File: config.mk
export PLATFORM = sky130hd
export DESIGN_NAME = pcs_chan_regbank
export DESIGN_NICKNAME = d
export VERILOG_FILES = /design/src/rtl/pcs_rb_pkg.sv /design/src/rtl/pcs_rb_bus_fsm.sv /design/src/rtl/pcs_rb_event_latch.sv /design/src/rtl/pcs_rb_sat_counter.sv /design/src/rtl/pcs_chan_regbank.sv
export SDC_FILE = /design/constraint.sdc
export NUM_CORES = 1
export LEC_CHECK = 0
export ABC_CLOCK_PERIOD_IN_PS = 6300
export BUFFER_PORTS_ARGS = -buffer_cell sky130_fd_sc_hd__buf_2
export CORE_MARGIN = 1.5
export CORE_UTILIZATION = 50
export CTS_BUF_LIST = sky130_fd_sc_hd__clkbuf_4
export CTS_CLUSTER_SIZE = 28
export DETAILED_ROUTE_END_ITERATION = 10
export GPL_TIMING_DRIVEN = 1
export MAX_ROUTING_LAYER = met4
export PLACE_DENSITY_LB_ADDON = 0.12
export SYNTH_ARGS = -nofsm -noshare
export SYNTH_HDL_FRONTEND = slang
export SYNTH_SLANG_ARGS = --single-unit
File: constraint.sdc
create_clock -name clk -period 6.3 [get_ports clk]
set_input_delay 0.63 -clock clk [delete_from_list [all_inputs] [get_ports clk]]
set_output_delay 0.63 -clock clk [all_outputs]
set_load 0.03 [all_outputs]
File: src/rtl/pcs_rb_pkg.sv
package pcs_rb_pkg;
    typedef enum logic [1:0] {
        ST_IDLE = 2'd0,
        ST_WACK = 2'd1,
        ST_RACK = 2'd2
    } bus_state_e;

    localparam int unsigned IDX_CTRL  = 0;
    localparam int unsigned IDX_CMD   = 1;
    localparam int unsigned IDX_STAT  = 2;
    localparam int unsigned IDX_LATHI = 3;
    localparam int unsigned IDX_LATLO = 4;
    localparam int unsigned IDX_CNT   = 5;
    localparam int unsigned IDX_KEY   = 6;
    localparam int unsigned IDX_TPID0 = 8;
endpackage

File: src/rtl/pcs_rb_bus_fsm.sv
module pcs_rb_bus_fsm
    import pcs_rb_pkg::*;
(
    input  logic clk,
    input  logic rst_n,
    input  logic req,
    input  logic we,
    output logic ready,
    output logic acc_wr,
    output logic acc_rd,
    output logic ack,
    output logic rvalid
);
    bus_state_e state_q, state_d;

    always_ff @(posedge clk or negedge rst_n) begin
        if (!rst_n) state_q <= ST_IDLE;
        else        state_q <= state_d;
    end

    always_comb begin
        state_d = state_q;
        unique case (state_q)
            ST_IDLE: if (req) state_d = we ? ST_WACK : ST_RACK;
            ST_WACK: state_d = ST_IDLE;
            ST_RACK: state_d = ST_IDLE;
            default: state_d = ST_IDLE;
        endcase
    end

    always_comb begin
        ready  = 1'b0;
        ack    = 1'b0;
        rvalid = 1'b0;
        acc_wr = 1'b0;
        acc_rd = 1'b0;
        unique case (state_q)
            ST_IDLE: begin
                ready  = 1'b1;
                acc_wr = req && we;
                acc_rd = req && !we;
            end
            ST_WACK: ack = 1'b1;
            ST_RACK: begin
                ack    = 1'b1;
                rvalid = 1'b1;
            end
            default: ;
        endcase
    end

    assert_accept_ack_R1: assert property (@(posedge clk) disable iff (!rst_n)
        (req && ready) |=> (ack && !ready));
    assert_ack_once_R1: assert property (@(posedge clk) disable iff (!rst_n)
        ack |=> (!ack && ready));
endmodule

File: src/rtl/pcs_rb_event_latch.sv
module pcs_rb_event_latch #(
    parameter int unsigned W        = 16,
    parameter bit          IDLE_ONE = 1'b0
) (
    input  logic         clk,
    input  logic         rst_n,
    input  logic [W-1:0] ev,
    input  logic         rd_clr,
    output logic [W-1:0] q
);
    localparam logic [W-1:0] IDLE_VEC = IDLE_ONE ? {W{1'b1}} : {W{1'b0}};

    logic [W-1:0] act_q;
    logic [W-1:0] act_d;

    assign act_d = (rd_clr ? '0 : act_q) | ev;

    always_ff @(posedge clk or negedge rst_n) begin
        if (!rst_n) act_q <= '0;
        else        act_q <= act_d;
    end

    assign q = act_q ^ IDLE_VEC;

    // an event is never lost, even during a clearing read
    assert_evt_held_R6: assert property (@(posedge clk) disable iff (!rst_n)
        (|ev) |=> ((q ^ IDLE_VEC) & $past(ev)) == $past(ev));
    assert_quiet_hold_R7: assert property (@(posedge clk) disable iff (!rst_n)
        (!rd_clr && ev == '0) |=> $stable(q));
endmodule

File: src/rtl/pcs_rb_sat_counter.sv
module pcs_rb_sat_counter #(
    parameter int unsigned W = 16
) (
    input  logic         clk,
    input  logic         rst_n,
    input  logic         inc,
    input  logic         rd_clr,
    output logic [W-1:0] cnt
);
    localparam logic [W-1:0] MAXV = {W{1'b1}};

    logic [W-1:0] cnt_q;

    always_ff @(posedge clk or negedge rst_n) begin
        if (!rst_n)           cnt_q <= '0;
        else if (rd_clr)      cnt_q <= {{(W-1){1'b0}}, inc};
        else if (inc && cnt_q != MAXV) cnt_q <= cnt_q + 1'b1;
    end

    assign cnt = cnt_q;

    assert_no_wrap_R8: assert property (@(posedge clk) disable iff (!rst_n)
        (cnt == MAXV && !rd_clr) |=> (cnt == MAXV));
    assert_read_zero_R8: assert property (@(posedge clk) disable iff (!rst_n)
        (rd_clr && !inc) |=> (cnt == '0));
endmodule

File: src/rtl/pcs_chan_regbank.sv
module pcs_chan_regbank
    import pcs_rb_pkg::*;
#(
    parameter int unsigned ADDR_W   = 8,
    parameter int unsigned BUS_W    = 32,
    parameter int unsigned REG_W    = 16,
    parameter int unsigned CMD_W    = 4,
    parameter int unsigned N_TPID   = 8,
    parameter logic [15:0] TPID_RST = 16'h8100
) (
    input  logic                    clk,
    input  logic                    rst_n,
    input  logic                    bus_req,
    input  logic                    bus_we,
    input  logic [ADDR_W-1:0]       bus_addr,
    input  logic [BUS_W-1:0]        bus_wdata,
    output logic                    bus_ready,
    output logic                    bus_ack,
    output logic                    bus_rvalid,
    output logic [BUS_W-1:0]        bus_rdata,
    input  logic [REG_W-1:0]        status_in,
    input  logic [REG_W-1:0]        evt_hi,
    input  logic [REG_W-1:0]        evt_lo,
    input  logic                    cnt_inc,
    output logic [REG_W-1:0]        cfg_ctrl,
    output logic [REG_W-1:0]        key_out,
    output logic [CMD_W-1:0]        cmd_pulse,
    output logic [N_TPID*REG_W-1:0] tpid_cfg
);
    localparam int unsigned IDX_W  = ADDR_W - 2;
    localparam int unsigned TSEL_W = (N_TPID > 1) ? $clog2(N_TPID) : 1;

    logic             acc_wr, acc_rd;
    logic [IDX_W-1:0] idx;
    logic [REG_W-1:0] wlo;
    logic [IDX_W-1:0] tpid_off;
    logic             tpid_hit;

    assign idx      = bus_addr[ADDR_W-1:2];
    assign wlo      = bus_wdata[REG_W-1:0];
    assign tpid_off = idx - IDX_W'(IDX_TPID0);
    assign tpid_hit = (idx >= IDX_W'(IDX_TPID0)) &&
                      (idx <  IDX_W'(IDX_TPID0 + N_TPID));

    pcs_rb_bus_fsm u_fsm (
        .clk    (clk),
        .rst_n  (rst_n),
        .req    (bus_req),
        .we     (bus_we),
        .ready  (bus_ready),
        .acc_wr (acc_wr),
        .acc_rd (acc_rd),
        .ack    (bus_ack),
        .rvalid (bus_rvalid)
    );

    // Plain read/write, write-only and self-clearing registers
    logic [REG_W-1:0] ctrl_q, key_q;
    logic [CMD_W-1:0] cmd_q;

    always_ff @(posedge clk or negedge rst_n) begin
        if (!rst_n) begin
            ctrl_q <= '0;
            key_q  <= '0;
            cmd_q  <= '0;
        end else begin
            cmd_q <= '0;
            if (acc_wr) begin
                if (idx == IDX_W'(IDX_CTRL)) ctrl_q <= wlo;
                if (idx == IDX_W'(IDX_KEY))  key_q  <= wlo;
                if (idx == IDX_W'(IDX_CMD))  cmd_q  <= wlo[CMD_W-1:0];
            end
        end
    end

    assign cfg_ctrl  = ctrl_q;
    assign key_out   = key_q;
    assign cmd_pulse = cmd_q;

    // Identifier registers
    logic [REG_W-1:0] tpid_q [N_TPID];

    for (genvar g = 0; g < N_TPID; g++) begin : g_tpid
        always_ff @(posedge clk or negedge rst_n) begin
            if (!rst_n) tpid_q[g] <= TPID_RST;
            else if (acc_wr && tpid_hit && tpid_off == IDX_W'(g)) tpid_q[g] <= wlo;
        end
        assign tpid_cfg[g*REG_W +: REG_W] = tpid_q[g];
    end

    // Event latches and counter
    logic [REG_W-1:0] lathi, latlo, cnt;
    logic             clr_hi, clr_lo, clr_cnt;

    assign clr_hi  = acc_rd && (idx == IDX_W'(IDX_LATHI));
    assign clr_lo  = acc_rd && (idx == IDX_W'(IDX_LATLO));
    assign clr_cnt = acc_rd && (idx == IDX_W'(IDX_CNT));

    pcs_rb_event_latch #(.W(REG_W), .IDLE_ONE(1'b0)) u_lathi (
        .clk(clk), .rst_n(rst_n), .ev(evt_hi), .rd_clr(clr_hi), .q(lathi)
    );

    pcs_rb_event_latch #(.W(REG_W), .IDLE_ONE(1'b1)) u_latlo (
        .clk(clk), .rst_n(rst_n), .ev(evt_lo), .rd_clr(clr_lo), .q(latlo)
    );

    pcs_rb_sat_counter #(.W(REG_W)) u_cnt (
        .clk(clk), .rst_n(rst_n), .inc(cnt_inc), .rd_clr(clr_cnt), .cnt(cnt)
    );

    // Read path
    logic [REG_W-1:0] rd_mux;
    logic [BUS_W-1:0] rdata_q;

    always_comb begin
        rd_mux = '0;
        if (idx == IDX_W'(IDX_CTRL))       rd_mux = ctrl_q;
        else if (idx == IDX_W'(IDX_STAT))  rd_mux = status_in;
        else if (idx == IDX_W'(IDX_LATHI)) rd_mux = lathi;
        else if (idx == IDX_W'(IDX_LATLO)) rd_mux = latlo;
        else if (idx == IDX_W'(IDX_CNT))   rd_mux = cnt;
        else if (tpid_hit)                 rd_mux = tpid_q[tpid_off[TSEL_W-1:0]];
    end

    always_ff @(posedge clk or negedge rst_n) begin
        if (!rst_n)      rdata_q <= '0;
        else if (acc_rd) rdata_q <= {{(BUS_W-REG_W){1'b0}}, rd_mux};
    end

    assign bus_rdata = rdata_q;

    assert_upper_zero_R2: assert property (@(posedge clk) disable iff (!rst_n)
        bus_rvalid |-> (bus_rdata[BUS_W-1:REG_W] == '0));
    assert_cmd_single_R9: assert property (@(posedge clk) disable iff (!rst_n)
        (|cmd_pulse) |=> (cmd_pulse == '0));
    assert_ctrl_hold_R4: assert property (@(posedge clk) disable iff (!rst_n)
        !acc_wr |=> $stable(cfg_ctrl));
    assert_tpid_hold_R10: assert property (@(posedge clk) disable iff (!rst_n)
        !(acc_wr && tpid_hit) |=> $stable(tpid_cfg));
endmodule

==> flow_summary.ini <==
[status]
outcome = finished clean

[clock_network]
cts_resized = 0
cts_hold_buf = 1
cts_max_path_buffers = 3
tritoncts = yes
postCtsSetupRepairBufs = 0
worstSkewPairLatency_ns = 0.69
cts_htree_levels = 2
clockRootBuffer = sky130_fd_sc_hd__clkbuf_4
clk_transition_reported_paths_ns = 0.06
cts.sinks = 230
cts-buffers-inserted = 60

[sta]
finalCritPeriodShare_pct = 46.1
grt_setup_unrepaired = false
timing.max_slew.rel_slack_pct = 21.0
setup_viol_count_final = 0
finalCriticalPeriod_ns = 2.90
finalMaxSlewViolations = 0
timing.clock.skew_ns = 0.0211
hold_violations = 0
timing.fmax_mhz = 344
setup_tns_ns = 0
worst_slew_pin_slew_ns = 1.15

[routing]
drt.antenna.violating_nets = 0
detail_route.vias_per_cell = 5.63
dr_total_vias = 8020
drt_iter0_markers = 335
1st_pass_router_iterations = 5
drc_errors = 0
finalWirelength_mm = 30.2
final_routed_wire_length_divided_by_cell_count_um = 21.2

[global_routing]
grt_first_pass_wirelength_mm = 46.0
first_global_vias = 8126
grt_start_max_net_pins = 132
grt_antenna_before_repair = 1
grt_overflow = 0
track_usage_pct = 27.8

[synthesis]
syn-instance-count = 834
synth.top_cells.by_count = 214 x sky130_fd_sc_hd__dfrtp_1, 154 x sky130_fd_sc_hd__mux2_2, 40 x sky130_fd_sc_hd__nor2_1, 33 x sky130_fd_sc_hd__a21o_1, 30 x sky130_fd_sc_hd__o21ai_0
syn_area_sq_um = 10800
async_reset_ff_share_pct = 100
yosysWarningCount = 0
synth.most_common_cell = sky130_fd_sc_hd__dfrtp_1
ys_seq_area_share_pct = 53.3
synth.lib_cells_used.distinct = 59
synth-edff-count = 0
synth_ff_type = sky130_fd_sc_hd__dfrtp_1
synth.largest_area_cell = sky130_fd_sc_hd__dfrtp_1
synth_seq_cells = 230
dominant_cells_by_area_after_synthesis = sky130_fd_sc_hd__dfrtp_1 49%, sky130_fd_sc_hd__mux2_2 16%, sky130_fd_sc_hd__mux4_2 4.4%
syn-mean-instance-area_sq_um = 13.0
share_of_yosys_cell_area_claimed_by_the_top_area_cell_type_pct = 49.4

[cells_and_area]
multi_input_combinational_cell_area_sq_um = 4700
utilization_pct = 61.4
n_fill_cell = 1771
layout.area.seq_sq_um = 5780
synthToLayoutAreaGrowth_pct = 19.9
final_layout_size_suffix_gt1_share_pct = 50.0
final_nets = 1198
finish.instance_area_sq_um = 13000

[die]
floorplan.die.height_um = 150
fp-row-count = 53
die-area_sq_um = 22600
initial_utilization_pct = 51.2
design.portCount = 292
core-area_sq_um = 21200
floorplan.die.width_um = 150

[power_and_ir_drop]
switchingPower_uw = 994
seq_power_share_pct = 47.7
power_frac_clock_pct = 38.6
power_frac_comb_pct = 13.8
power_density_nw_per_um2 = 262
post-layout-total-power_mw = 3.40
p_leak_nw = 6.66
worst_ir_drop_on_vdd_mv = 0.174
intPower_mw = 2.41
power.switching_fraction_pct = 29.2

[hold_path]
class_of_the_tightest_hold_or_removal_check = input pin to register
worstHoldPathCells = 2
worst_hold_path.endpoint = u_lathi.q[10]
min-delay-start = evt_hi[10]

[critical_path]
element_type_at_the_critical_path_end = register
critPathSlowestCell = sky130_fd_sc_hd__nor3b_4
crit_required_ns = 6.85
setup_slack_reg_to_reg_ns = 3.40
setup.worst_path.class = register to register
largest_stage_delay_on_the_critical_path_ns = 0.96
reg2reg_depth = 7
cp-start-kind = register
rr_startpoint = u_fsm.state_q[0]
critical-path-top-cell-by-count = sky130_fd_sc_hd__nand3_1
critPathMaxFanout = 16
worstPathBufferInverterCount = 1
critPathArrivalTime_ns = 3.45
r2r-end = tpid_cfg[100]
crit_family = simple AND/OR/NAND/NOR gates
cell_chain_of_the_critical_path = inv_1 > ha_1 > nand3_1 > nor3_4 > nand3_1 > nor3b_4 > mux2_2

[placed_design]
dp_wirelength_mm = 20.8
gp_congestion = 0.893
area_post_placement_sq_um = 12200
place.port_buffers = 257

[run]
timing.max_cap.violations = 0
==> metal layers <==
metal,vias to the layer above,share of wire [%],track usage (%)
li1,3625,-,-
met2,301,48,43.0
met4,0,2.3,8.92
met5,-,0,-
met3,53,7.3,6.39
met1,4041,42,36.3
==> kinds of logic after synthesis <==
logic type	after synthesis	synth area share, %
flip-flops	230	53.3
AND/OR/NAND/NOR	157	8.10
buffers and inverters	79	4.02
XOR/XNOR	10	0.809
other	1	0.0346
multiplexers	214	24.5
AO/OA/AOI/OAI	138	8.64
adder cells (fa/ha/maj)	5	0.578
==> registers in the layout, summed over array words and instances (netlist names) <==
register and count:
key_out 16, u_latlo.act_q 16, u_cnt.cnt 16, u_lathi.q 16
u_fsm.state_q 2, bus_rdata 16, cfg_ctrl 16, tpid_cfg 128
cmd_pulse 4
==> worst max-delay path by stage <==
stage                      from             to  cells past startpoint
2_1_floorplan  u_fsm.state_q[0]    key_out[10]                      8
3_3_place_gp        bus_addr[2]  u_lathi.q[15]                      5
5_1_grt        u_fsm.state_q[1]  tpid_cfg[115]                      7
3_5_place_dp        bus_addr[2]   u_lathi.q[4]                      5
4_1_cts        u_fsm.state_q[0]  tpid_cfg[100]                      7
6_report       u_fsm.state_q[0]  tpid_cfg[100]                      7
==> worst reg2reg max path: stages (launching register included) <==
cell,delay (ns)
sky130_fd_sc_hd__dfrtp_1,0.38
sky130_fd_sc_hd__inv_1,0.08
sky130_fd_sc_hd__ha_1,0.22
sky130_fd_sc_hd__nand3_1,0.18
sky130_fd_sc_hd__nor3_4,0.27
sky130_fd_sc_hd__nand3_1,0.26
sky130_fd_sc_hd__nor3b_4,0.96
sky130_fd_sc_hd__mux2_2,0.43
==> stage by stage <==
step | std cells | hold slack [ns] | worst slack (ns)
floorplan | 849 | 0.334 | 3.83
global placement | 1312 | 0.453 | 2.82
detailed placement | 1312 | 0.461 | 2.73
CTS | 1422 | 0.0733 | 3.38
global route | 1423 | 0.0874 | 3.22
finish | 1424 | 0.125 | 3.40
==> power by group through the flow <==
stage	combinational [mW]	clock (mW)	sequential (mW)
after detailed placement	0.472	0	1.65
after CTS	0.473	1.35	1.62
after global routing	0.510	1.43	1.63
after floorplan	0.211	0	1.74
after global placement	0.467	0	1.64
final	0.468	1.31	1.62
==> placed cells by master, fill, tap and decap left out, types with 4 or more instances in the layout <==
cell type	Yosys	layout
sky130_fd_sc_hd__buf_2	18	256
sky130_fd_sc_hd__dfrtp_1	214	214
sky130_fd_sc_hd__mux2_2	154	154
sky130_fd_sc_hd__clkbuf_4	0	91
sky130_fd_sc_hd__nor2_1	40	39
sky130_fd_sc_hd__a21o_1	33	33
sky130_fd_sc_hd__o21ai_0	30	29
sky130_fd_sc_hd__mux2i_1	24	24
sky130_fd_sc_hd__nand2_1	23	23
sky130_fd_sc_hd__a21oi_1	22	22
sky130_fd_sc_hd__mux4_2	21	21
sky130_fd_sc_hd__conb_1	1	16
sky130_fd_sc_hd__dfstp_2	16	16
sky130_fd_sc_hd__and3_1	14	14
sky130_fd_sc_hd__clkinv_1	0	13
sky130_fd_sc_hd__nand3_1	12	12
sky130_fd_sc_hd__nor3_1	13	12
sky130_fd_sc_hd__a221oi_1	11	11
sky130_fd_sc_hd__mux2_4	10	10
sky130_fd_sc_hd__nor2b_1	9	9
sky130_fd_sc_hd__a22o_1	8	8
sky130_fd_sc_hd__nand4_1	7	7
sky130_fd_sc_hd__o221ai_1	7	7
sky130_fd_sc_hd__nand2b_1	5	5
sky130_fd_sc_hd__and2_1	5	5
sky130_fd_sc_hd__xnor2_1	5	5
sky130_fd_sc_hd__mux2_1	5	5
sky130_fd_sc_hd__and4_1	5	5
sky130_fd_sc_hd__or3_1	5	5
sky130_fd_sc_hd__xor2_1	5	5
sky130_fd_sc_hd__ha_1	5	5
sky130_fd_sc_hd__buf_4	21	5
sky130_fd_sc_hd__inv_1	4	4
sky130_fd_sc_hd__nor3_4	2	4
sky130_fd_sc_hd__o211ai_1	4	4
sky130_fd_sc_hd__o22ai_1	4	4
sky130_fd_sc_hd__o2bb2ai_1	4	4
sky130_fd_sc_hd__a31oi_1	4	4
==> area by class of cell <==
type                       count  area share, %
antenna                        2         0.0385
clock buffer                  91           5.26
clock inverter                18          0.790
inverter                       4          0.116
multi-input combinational    540           36.2
sequential                   230           44.5
tap                          275           2.65
timing repair buffer         264           10.5
Note: power is estimated with default switching activity, not from simulation.
